## config.mk

```make
export PLATFORM = sky130hd
export DESIGN_NAME = int_alu
export DESIGN_NICKNAME = d
export VERILOG_FILES = /design/src/rtl/int_alu.sv
export SDC_FILE = /design/constraint.sdc
export NUM_CORES = 1
export LEC_CHECK = 0
export BUFFER_PORTS_ARGS = -buffer_cell sky130_fd_sc_hd__buf_4
export CAP_MARGIN = 20
export CORE_MARGIN = 4
export CORE_UTILIZATION = 52
export DETAILED_ROUTE_END_ITERATION = 6
export GPL_TIMING_DRIVEN = 0
export PLACE_DENSITY = 0.95
export SLEW_MARGIN = 0
export SYNTH_ARGS = -nofsm -noshare
export SYNTH_HDL_FRONTEND = slang
export SYNTH_SLANG_ARGS = --single-unit
export TNS_END_PERCENT = 10
```

## constraint.sdc

```tcl
create_clock -name vclk -period 47.5
set_input_delay 4.75 -clock vclk [all_inputs]
set_output_delay 4.75 -clock vclk [all_outputs]
set_load 0.05 [all_outputs]
```

## src/rtl/int_alu.sv

```systemverilog
module int_alu #(
  parameter int WIDTH = 32
) (
  input  logic [WIDTH-1:0] opa,
  input  logic [WIDTH-1:0] opb,
  input  logic [2:0]       op_code,
  input  logic             is_unsigned,
  output logic [WIDTH-1:0] result,
  output logic             zero_flag,
  output logic             ovf_flag,
  output logic             carry_flag
);
  localparam int MSB = WIDTH - 1;

  localparam logic [2:0] OP_AND = 3'b000;
  localparam logic [2:0] OP_OR  = 3'b001;
  localparam logic [2:0] OP_ADD = 3'b010;
  localparam logic [2:0] OP_SUB = 3'b110;
  localparam logic [2:0] OP_SLT = 3'b111;

  logic             do_sub;
  logic [WIDTH-1:0] b_in;
  logic [WIDTH-1:0] sum;
  logic [WIDTH:0]   chain;
  logic             ovf_raw;
  logic             less;

  assign do_sub   = (op_code == OP_SUB) || (op_code == OP_SLT);
  assign b_in     = opb ^ {WIDTH{do_sub}};
  assign chain[0] = do_sub;

  for (genvar i = 0; i < WIDTH; i++) begin : g_slice
    assign sum[i]     = opa[i] ^ b_in[i] ^ chain[i];
    assign chain[i+1] = (opa[i] & b_in[i]) | (chain[i] & (opa[i] ^ b_in[i]));
  end

  assign ovf_raw = (opa[MSB] == b_in[MSB]) && (sum[MSB] != opa[MSB]);
  assign less    = is_unsigned ? ~chain[WIDTH] : (sum[MSB] ^ ovf_raw);

  always_comb begin
    result     = '0;
    ovf_flag   = 1'b0;
    carry_flag = 1'b0;
    case (op_code)
      OP_AND: result = opa & opb;
      OP_OR:  result = opa | opb;
      OP_ADD, OP_SUB: begin
        result     = sum;
        carry_flag = chain[WIDTH];
        ovf_flag   = ovf_raw & ~is_unsigned;
      end
      OP_SLT: result = {{(WIDTH-1){1'b0}}, less};
      default: ;
    endcase
  end

  assign zero_flag = ~|result;

  always_comb begin
    if (op_code == OP_ADD)
      a_r3_add_sum: assert ({carry_flag, result} == ({1'b0, opa} + {1'b0, opb}));
    if (op_code == OP_SUB)
      a_r4_sub_diff: assert (result == opa - opb && carry_flag == (opa >= opb));
    if (is_unsigned)
      a_r6_no_overflow: assert (!ovf_flag);
    if (op_code == OP_SLT)
      a_r7_slt_shape: assert (result[MSB:1] == '0);
    if (op_code == 3'b011 || op_code == 3'b100 || op_code == 3'b101)
      a_r10_unused_clear: assert (result == '0 && !ovf_flag && !carry_flag && zero_flag);
    if (op_code == OP_AND || op_code == OP_OR || op_code == OP_SLT)
      a_r11_flags_quiet: assert (!ovf_flag && !carry_flag);
  end
endmodule

```

==> results of run 1 <==
[cell families (layout without fill, tap and decap cells)]
group           Yosys count  in the layout
compound gates           34             34
buf+inv                  37            139
xor+xnor                 32             32
fa+ha+maj                66             66
simple gates             36             36
mux                       1              1
[where the power goes]
| group | total (W) | switching [W] | internal, W |
|---|---|---|---|
| clock | 0 | 0 | 0 |
| combinational | 0.0000529 | 0.0000311 | 0.0000217 |
| sequential | 0 | 0 | 0 |
[final cells by class]
class                           count  share of cell area, %
Multi-Input combinational cell    169                   65.1
Timing Repair Buffer              102                   27.0
Inverter                           22                   2.92
Buffer                             15                   2.83
Tap cell                           48                   2.12
[placed cells by master (no fill, tap or decap), types with 2 or more instances in the layout]
cell type | synthesis | layout
inv_1 | 22 | 22
xnor2_1 | 25 | 25
nor4_1 | 3 | 3
fa_1 | 32 | 32
and3b_1 | 11 | 11
or4_1 | 6 | 6
buf_4 | 0 | 102
a2bb2oi_1 | 2 | 2
nor3b_1 | 5 | 5
a31o_2 | 12 | 12
maj3_1 | 22 | 22
a22o_1 | 12 | 12
buf_1 | 3 | 3
maj3_2 | 9 | 9
nor2_1 | 4 | 4
nand2_1 | 2 | 2
buf_6 | 3 | 3
xor2_1 | 7 | 7
a31o_1 | 4 | 4
ha_1 | 3 | 3
clkbuf_1 | 8 | 8
[stage by stage]
stage,worst slack (ns),total power [W]
finish,22.29,0.0000529
global route,21.63,0.0000568
CTS,22.30,0.0000530
detailed placement,22.37,0.0000527
global placement,22.59,0.0000505
floorplan,23.59,0.0000345
[worst min-delay path, cell delays in order]
cell	delay, ns
buf_4	0.09
nor4_1	0.04
buf_4	0.18
[metal layers]
layer  global-route usage [%]  up-vias  part of all wire (%)
met5                        0        -                     0
met3                     4.03       18                   8.0
met4                     6.60        0                   2.7
met1                     32.1     1014                    38
met2                     48.9      108                    51
li1                         -      929                     -
[final timing paths]
path | start | end | slack, ns
setup / recovery | op_code[1] | zero_flag | 22.29
hold / removal | is_unsigned | ovf_flag | 9.81
[synthesized netlist by cell type]
cell	number
maj3_2	9
xnor2_1	25
a2111oi_0	1
nand4b_1	1
maj3_1	22
clkbuf_1	8
a22oi_1	1
mux2_2	1
o21ai_0	1
and3b_1	11
nor2b_1	1
nor2_1	4
inv_1	22
nor4_1	3
a22o_1	12
buf_2	1
xor2_1	7
a31o_1	4
buf_1	3
and3_1	1
buf_6	3
nand2b_1	1
nand2_1	2
and4b_1	1
ha_1	3
a2bb2oi_1	2
a221o_1	1
a31o_2	12
fa_1	32
or4_1	6
nor3b_1	5
==> metrics.md, run 1 <==
| Metric | Value |
|---|---|
| Status | finished, final reports clean |
| I/O Buffers | 102 |
| Most used cell, CP | fa_1 |
| Die Area | 4910 um2 |
| Xor/xnor share of the synthesized area | 14.0% |
| CTS resizes | 0 |
| Hold_buf cts | 0 |
| Post-synthesis mux area share | 0.561% |
| Setup TNS | 0 ns |
| CP max stage cell | buf_1 |
| First DRT Iteration DRCs | 132 |
| Cells after Synth | 206 |
| WP depth | 49 |
| Fin util | 76.8% |
| Placer Congestion | 0.902 |
| First-pass GRT wire length | 10.6 mm |
| FF+latch count | 0 |
| Worst Tran Pin Value | 0.829 ns |
| Antenna-violating nets left | 0 |
| DP Cell Count | 356 |
| Biggest area consumer among synthesized cells | fa_1 |
| Worst EP required | 42.75 ns |
| Yosys warns | 0 |
| HP Class | in2out |
| Max incr delay on CP | 0.66 ns |
| Top cells by area, synth | fa_1 32%, maj3_1 11%, xnor2_1 11% |
| Crit-path leading delay family | adder cells |
| Placed instance area | 2830 um2 |
| Startpoint types | input port |
| Crit. End Element | primary output |
| Storage element area | 0 um2 |
| Post-DP HPWL | 5.71 mm |
| Area of the multi-input gates | 1840 um2 |
| Overflow after GRT | 0 |
| Area grow syn2layout | 41.2% |
| Largest family of logic cells by synthesized area | adder cells |
| Final design area excluding fillers | 2830 um2 |
| Setup repair bufs after CTS | 0 |
| DRC Markers | 0 |
| Syn_nets | 309 |
| Pwr/cell area | 18.7 nW/um2 |
| Endpoints failing hold | 0 |
| Largest net degree at the start of global routing | 11 |
| Post-Synth Adder-Cell Area | 49.8% |
| Fmax achieved | 0.0397 GHz |
| Arr. time, crit path | 20.46 ns |
| Antenna cells | 0 |
| Non-Filler Instances | 356 |
| Vias in the first global route | 2264 |
| Leakage power | 1.33 nW |
| Number of core rows | 22 |
| Synth Cell Area | 2010 um2 |
| Initial Utilization | 54.4% |
| CLK BUF | 0 |
| RSZ-0062 raised after global routing | false |
| Vias per inst | 5.81 |
| Peak supply drop | 11.6 uV |
| Rel. slew slack | 44.7% |
| Max Cap Viol | 0 |
| Fin nets | 413 |
| Avg WL per Cell | 18.5 um |
| Top-area cell type share of the netlist area | 31.9% |
| CP Class | in2out |
| Io pins | 103 |
| Via count | 2069 |
| Min-Delay Path Depth | 3 |
| Total Wirelength | 6.58 mm |
| Synth Area in Compound Gates | 14.7% |
| Fillers | 300 |
| Final hold slack | 9.81 ns |
| Drt pass-1 iters | 4 |
| Synth cell types | 31 |
| Min Tclk post-route | 25.21 ns |
| Share of cells above drive strength 1 | 41.6% |
| Critical Path Fanout Max | 10 |
| Core region area | 3690 um2 |
| Simple-gate share of the synthesized area | 12.9% |
| Post-synthesis sequential area ratio | 0% |
| Final Max Tran Viols | 0 |
| Final period util | 53.1% |
| Setup Viol. Count Final | 0 |
| Die H | 70.1 um |
| Initial antenna violation count | 0 |
| Die X | 70.1 um |
| Buf/Inv on CP | 11 |
| GRT Total Usage | 26.6% |
| Syn Area/Cell | 9.74 um2 |
No activity file was read; power rests on OpenSTA's default activity.
==> inputs of run 2 (changes only) <==
--- a/config.mk
+++ b/config.mk
@@ -5,13 +5,14 @@
 export SDC_FILE = /design/constraint.sdc
 export NUM_CORES = 1
 export LEC_CHECK = 0
+export ABC_AREA = 1
 export BUFFER_PORTS_ARGS = -buffer_cell sky130_fd_sc_hd__buf_4
 export CAP_MARGIN = 20
 export CORE_MARGIN = 4
-export CORE_UTILIZATION = 52
+export CORE_UTILIZATION = 51
 export DETAILED_ROUTE_END_ITERATION = 6
 export GPL_TIMING_DRIVEN = 0
-export PLACE_DENSITY = 0.95
+export PLACE_DENSITY = 0.91
 export SLEW_MARGIN = 0
 export SYNTH_ARGS = -nofsm -noshare
 export SYNTH_HDL_FRONTEND = slang
==> constraint.sdc (replaced) <==
create_clock -name vclk -period 25.8
set_input_delay 2.58 -clock vclk [all_inputs]
set_output_delay 2.58 -clock vclk [all_outputs]
set_load 0.05 [all_outputs]
==> metrics.md, run 2 <==
| Metric | Value |
|---|---|
| Status | finished, final reports clean |
| Storage element area | 0 um2 (unchanged) |
| Buf/Inv on CP | 11 (unchanged) |
| Die Area | 5650 um2 (+15%) |
| Setup repair bufs after CTS | 0 (unchanged) |
| Min Tclk post-route | 19.36 ns |
| Fillers | 384 (+28%) |
| Overflow after GRT | 0 (unchanged) |
| Pwr/cell area | 31.9 nW/um2 (+71%) |
| Initial antenna violation count | 0 (unchanged) |
| Vias per inst | 5.52 (-5.0%) |
| First DRT Iteration DRCs | 261 (+98%) |
| Top-area cell type share of the netlist area | 27.8% (-4.1 points) |
| Total Wirelength | 8.14 mm (+24%) |
| I/O Buffers | 103 (+0.98%) |
| Worst Tran Pin Value | 0.627 ns (-0.202 ns) |
| Commonest non-fill, non-tap cell in the layout | buf_4 |
| Most common cell in the netlist | nand2_1 |
| Hold_buf cts | 0 (unchanged) |
| CLK BUF | 0 (unchanged) |
| Area of the multi-input gates | 1950 um2 (+5.6%) |
| Max Cap Viol | 0 (unchanged) |
| Via count | 2916 (+41%) |
| Worst EP required | 23.22 ns (-19.53 ns) |
| Top cells by area, synth | fa_1 28%, nand2_1 15%, nand3_1 13% |
| Crit-path leading delay family | adder cells |
| Avg WL per Cell | 15.4 um (-17%) |
| Leakage power | 1.78 nW (+34%) |
| Crit. End Element | primary output |
| Synth cell count leaders | 90 x nand2_1, 72 x inv_1, 61 x nand3_1 |
| Startpoint types | input port |
| Yosys warns | 0 (unchanged) |
| Io pins | 103 (unchanged) |
| Core region area | 4350 um2 (+18%) |
| Endpoints failing hold | 0 (unchanged) |
| CTS resizes | 0 (unchanged) |
| Placer Congestion | 0.932 (+3.3%) |
| Area grow syn2layout | 36.4% |
| Cells after Synth | 373 (+81%) |
| Post-synthesis sequential area ratio | 0% (unchanged) |
| Arr. time, crit path | 16.78 ns (-3.68 ns) |
| GRT Total Usage | 28.4% (+1.9 points) |
| RSZ-0062 raised after global routing | false |
| Most used cell, CP | fa_1 |
| Commonest non-fill, non-tap cells in the layout | 103 x buf_4, 90 x nand2_1, 72 x inv_1 |
| Synth Cell Area | 2300 um2 (+15%) |
| Vias in the first global route | 2997 (+32%) |
| Critical Path Fanout Max | 10 (unchanged) |
| Initial Utilization | 52.9% (-1.5 points) |
| Antenna cells | 0 (unchanged) |
| Post-DP HPWL | 6.54 mm (+14%) |
| Syn Area/Cell | 6.17 um2 (-37%) |
| Final Max Tran Viols | 0 (unchanged) |
| DP Cell Count | 528 (+48%) |
| Die X | 75.2 um (+7.2%) |
| Synth cell types | 19 (-39%) |
| First-pass GRT wire length | 12.6 mm (+19%) |
| Fin util | 72.1% (-4.6 points) |
| Largest net degree at the start of global routing | 11 (unchanged) |
| Final period util | 75.0% |
| FF+latch count | 0 (unchanged) |
| Peak supply drop | 19.9 uV (+71%) |
| Die H | 75.2 um (+7.2%) |
| DRC Markers | 0 (unchanged) |
| HP Class | in2out |
| Number of core rows | 24 (+9.1%) |
| Setup TNS | 0 ns (unchanged) |
| Antenna-violating nets left | 0 (unchanged) |
| Fmax achieved | 0.0516 GHz |
| Biggest area consumer among synthesized cells | fa_1 |
| Share of cells above drive strength 1 | 27.7% (-14 points) |
| Drt pass-1 iters | 5 (+1) |
| CP max stage cell | fa_1 |
| Rel. slew slack | 58.2% (+13 points) |
| Max incr delay on CP | 0.47 ns (-0.19 ns) |
| Syn_nets | 476 (+54%) |
| Setup Viol. Count Final | 0 (unchanged) |
| Non-Filler Instances | 528 (+48%) |
| Fin nets | 581 (+41%) |
| CP Class | in2out |
[run 2: logic make-up after synthesis]
group / count (synthesis) / share of synthesized area [%]
simple gates: 213 / 42.2
buf+inv: 90 / 15.4
fa+ha+maj: 35 / 29.5
xor+xnor: 32 / 12.2
compound gates: 3 / 0.761
[run 2: worst paths after layout]
kind,from,to,slack (ns),depth (start not counted)
hold / removal,is_unsigned,ovf_flag,5.47,3
setup / recovery,op_code[2],zero_flag,6.44,51
[run 2: final cells by class]
cell class	instances	area share [%]
plain buffers	16	2.47
inverters	74	8.84
multi-input cells	283	62.0
well taps	52	2.07
repair buffers	103	24.6
[run 2: worst min-delay path, stage by stage]
cell    delay, ns
buf_4        0.09
nor4_1       0.04
buf_4        0.18
[run 2: routing by layer]
metal / vias to the layer above / global-route usage (%) / wire length, um
li1: 1350 / - / -
met1: 1324 / 34.1 / 2800
met2: 207 / 50.8 / 3980
met3: 35 / 4.67 / 1120
met4: 0 / 10.9 / 237
met5: - / 0 / 0
[run 2: per-stage QoR]
step,total power (W),hold slack [ns],setup slack [ns],instance area (um2)
after floorplan,0.0000655,5.35,6.63,2300
after global placement,0.0000965,5.47,6.66,3140
after detailed placement,0.0000993,5.47,6.49,3140
after CTS,0.0000995,5.48,6.45,3140
after global routing,0.000109,5.48,5.87,3140
final,0.000100,5.47,6.44,3140
[run 2: where the power goes]
part	internal, W	switching [W]	total (W)
Combinational	0.0000359	0.0000642	0.000100
Sequential	0	0	0
Clock	0	0	0
Total	0.0000359	0.0000642	0.000100
==> inputs of run 3 (changes only) <==
--- a/config.mk
+++ b/config.mk
@@ -5,14 +5,14 @@
 export SDC_FILE = /design/constraint.sdc
 export NUM_CORES = 1
 export LEC_CHECK = 0
-export ABC_AREA = 1
+export ABC_AREA = 0
 export BUFFER_PORTS_ARGS = -buffer_cell sky130_fd_sc_hd__buf_4
 export CAP_MARGIN = 20
 export CORE_MARGIN = 4
-export CORE_UTILIZATION = 51
+export CORE_UTILIZATION = 44
 export DETAILED_ROUTE_END_ITERATION = 6
 export GPL_TIMING_DRIVEN = 0
-export PLACE_DENSITY = 0.91
+export PLACE_DENSITY = 0.86
 export SLEW_MARGIN = 0
 export SYNTH_ARGS = -nofsm -noshare
 export SYNTH_HDL_FRONTEND = slang
==> constraint.sdc (replaced) <==
create_clock -name vclk -period 17.6
set_input_delay 1.76 -clock vclk [all_inputs]
set_output_delay 1.76 -clock vclk [all_outputs]
set_load 0.05 [all_outputs]
==> metrics.md, run 3 (synthesis gave the netlist of run 1 again) <==
| Metric | Value |
|---|---|
| Sequential share of power | 0% (unchanged) |
| Antenna-violating nets left | 0 (unchanged) |
| Setup TNS | 0 ns (unchanged) |
| HP Class | in2out |
| GRT Total Usage | 22.5% (-5.9 points) |
| Worst Hold End | ovf_flag |
| Crit. End Element | primary output |
| Final period util | 97.4% |
| I/O Buffers | 102 (-0.97%) |
| First-pass GRT wire length | 10.0 mm (-21%) |
| Initial antenna violation count | 0 (unchanged) |
| Worst Tran Pin Value | 0.825 ns (+0.197 ns) |
| Drt pass-1 iters | 4 (-1) |
| Arr. time, crit path | 15.37 ns (-1.41 ns) |
| Final hold slack | 3.83 ns (-1.65 ns) |
| Initial Utilization | 45.7% (-7.1 points) |
| Largest net degree at the start of global routing | 15 (+4) |
| Hold_buf cts | 0 (unchanged) |
| Area of the multi-input gates | 1910 um2 (-1.9%) |
| Setup Viol. Count Final | 0 (unchanged) |
| Max incr delay on CP | 0.45 ns (-0.02 ns) |
| Max Cap Viol | 0 (unchanged) |
| Die H | 75.5 um (+0.44%) |
| Via count | 1992 (-32%) |
| Post-DP HPWL | 5.50 mm (-16%) |
| Number of core rows | 24 (unchanged) |
| Critical Path Fanout Max | 14 (+4) |
| Hold Startpoint | is_unsigned |
| Most used cell, CP | fa_2 |
| Pwr/cell area | 49.7 nW/um2 (+56%) |
| Min Tclk post-route | 17.13 ns |
| First DRT Iteration DRCs | 66 (-75%) |
| Combinational Power Share | 100.0% (about the same) |
| Io pins | 103 (unchanged) |
| Post-place setup slack | -1.54 ns (-8.02 ns) |
| Rel. slew slack | 45.0% (-13 points) |
| Clock Power Share | 0% (unchanged) |
| Commonest non-fill, non-tap cells in the layout | 102 x buf_4, 25 x xnor2_1, 22 x maj3_1 |
| Pint | 0.0000610 W (+70%) |
| Startpoint types | input port |
| Worst Setup Slack, final | 0.465 ns (-5.97 ns) |
| Area grow syn2layout | 46.0% |
| CLK BUF | 0 (unchanged) |
| Die X | 75.5 um (+0.44%) |
| FF+latch count | 0 (unchanged) |
| Min-Delay Path Depth | 3 (unchanged) |
| Leakage power | 1.33 nW (-25%) |
| Core region area | 4380 um2 (+0.69%) |
| Overflow after GRT | 0 (unchanged) |
| Share of cells above drive strength 1 | 49.7% (+22 points) |
| RSZ-0062 raised after global routing | false |
| Fin nets | 413 (-29%) |
| Sw Ratio | 58.1% (-6.1 points) |
| Psw | 0.0000844 W (+31%) |
| Peak supply drop | 30.1 uV (+51%) |
| Placer Congestion | 0.847 (-9.1%) |
| Endpoints failing hold | 0 (unchanged) |
| Fmax achieved | 0.0584 GHz |
| DRC Markers | 0 (unchanged) |
| Die Area | 5700 um2 (+0.88%) |
| Fillers | 399 (+3.9%) |
| CP max stage cell | or4_1 |
| CP Class | in2out |
| Status | finished, final reports clean |
| Vias per inst | 5.53 (+0.19%) |
| Antenna cells | 0 (unchanged) |
| Final Max Tran Viols | 0 (unchanged) |
| Vias in the first global route | 2097 (-30%) |
| Avg WL per Cell | 17.7 um (+15%) |
| Commonest non-fill, non-tap cell in the layout | buf_4 |
| Storage element area | 0 um2 (unchanged) |
| Worst EP required | 15.84 ns (-7.38 ns) |
| Total Wirelength | 6.38 mm (-22%) |
run 3: cell count changes in the layout (fill, tap and decap cells not counted), sizes merged, moves of 16 or more:
cell   before  now
nor2       28    4
nand4      18    0
a31o        0   16
nand2      90    2
inv        74   22
nand3      61    0
maj3        0   31
run 3: critical path: cells and delay by family:
family | cells | cell delay (ns)
compound gates | 1 | 0.25
xor+xnor | 1 | 0.14
fa+ha+maj | 31 | 10.96
buf+inv | 10 | 1.06
simple gates | 5 | 1.16
run 3: what timing repair did:
item / CTS / global route
resized for setup: 20 / 10
buffers inserted: 0 / 1
endpoints found under the setup margin: 6 / 1
pin swaps: 4 / 5
run 3: how the worst max path moves through the flow:
stage	startpoint	endpoint	depth (start not counted)
final	op_code[1]	zero_flag	48
after global placement	op_code[1]	zero_flag	49
after floorplan	op_code[1]	zero_flag	47
after detailed placement	op_code[1]	zero_flag	49
after CTS	op_code[1]	zero_flag	48
after global routing	op_code[1]	zero_flag	48
run 3: per-layer routing:
metal  vias up  global-route usage, %  part of all wire (%)
li1        930                      -                     -
met1       979                   28.4                    40
met2        77                   42.7                    52
met3         6                   2.51                   7.0
met4         0                   1.94                  0.96
met5         -                      0                     0
run 3: stage by stage:
stage               cell area, um2  util (%)  total power, W  cells
finish                        2930      66.8        0.000145    360
global route                  2930      66.8        0.000158    360
CTS                           2900      66.2        0.000144    359
detailed placement            2840      64.8        0.000141    360
global placement              2840      64.8        0.000137    360
floorplan                     2010         -       0.0000934    206
run 3: cell type report:
| cell class | instances | area share (%) |
|---|---|---|
| multi-input cells | 169 | 65.3 |
| repair buffers | 103 | 26.5 |
| plain buffers | 14 | 3.16 |
| inverters | 22 | 2.82 |
| well taps | 52 | 2.22 |
run 3: power by group through the flow:
stage          registers, W  clock network, W  logic [W]
3_5_place_dp              0                 0   0.000141
2_1_floorplan             0                 0  0.0000934
6_report                  0                 0   0.000145
5_1_grt                   0                 0   0.000158
3_3_place_gp              0                 0   0.000137
4_1_cts                   0                 0   0.000144
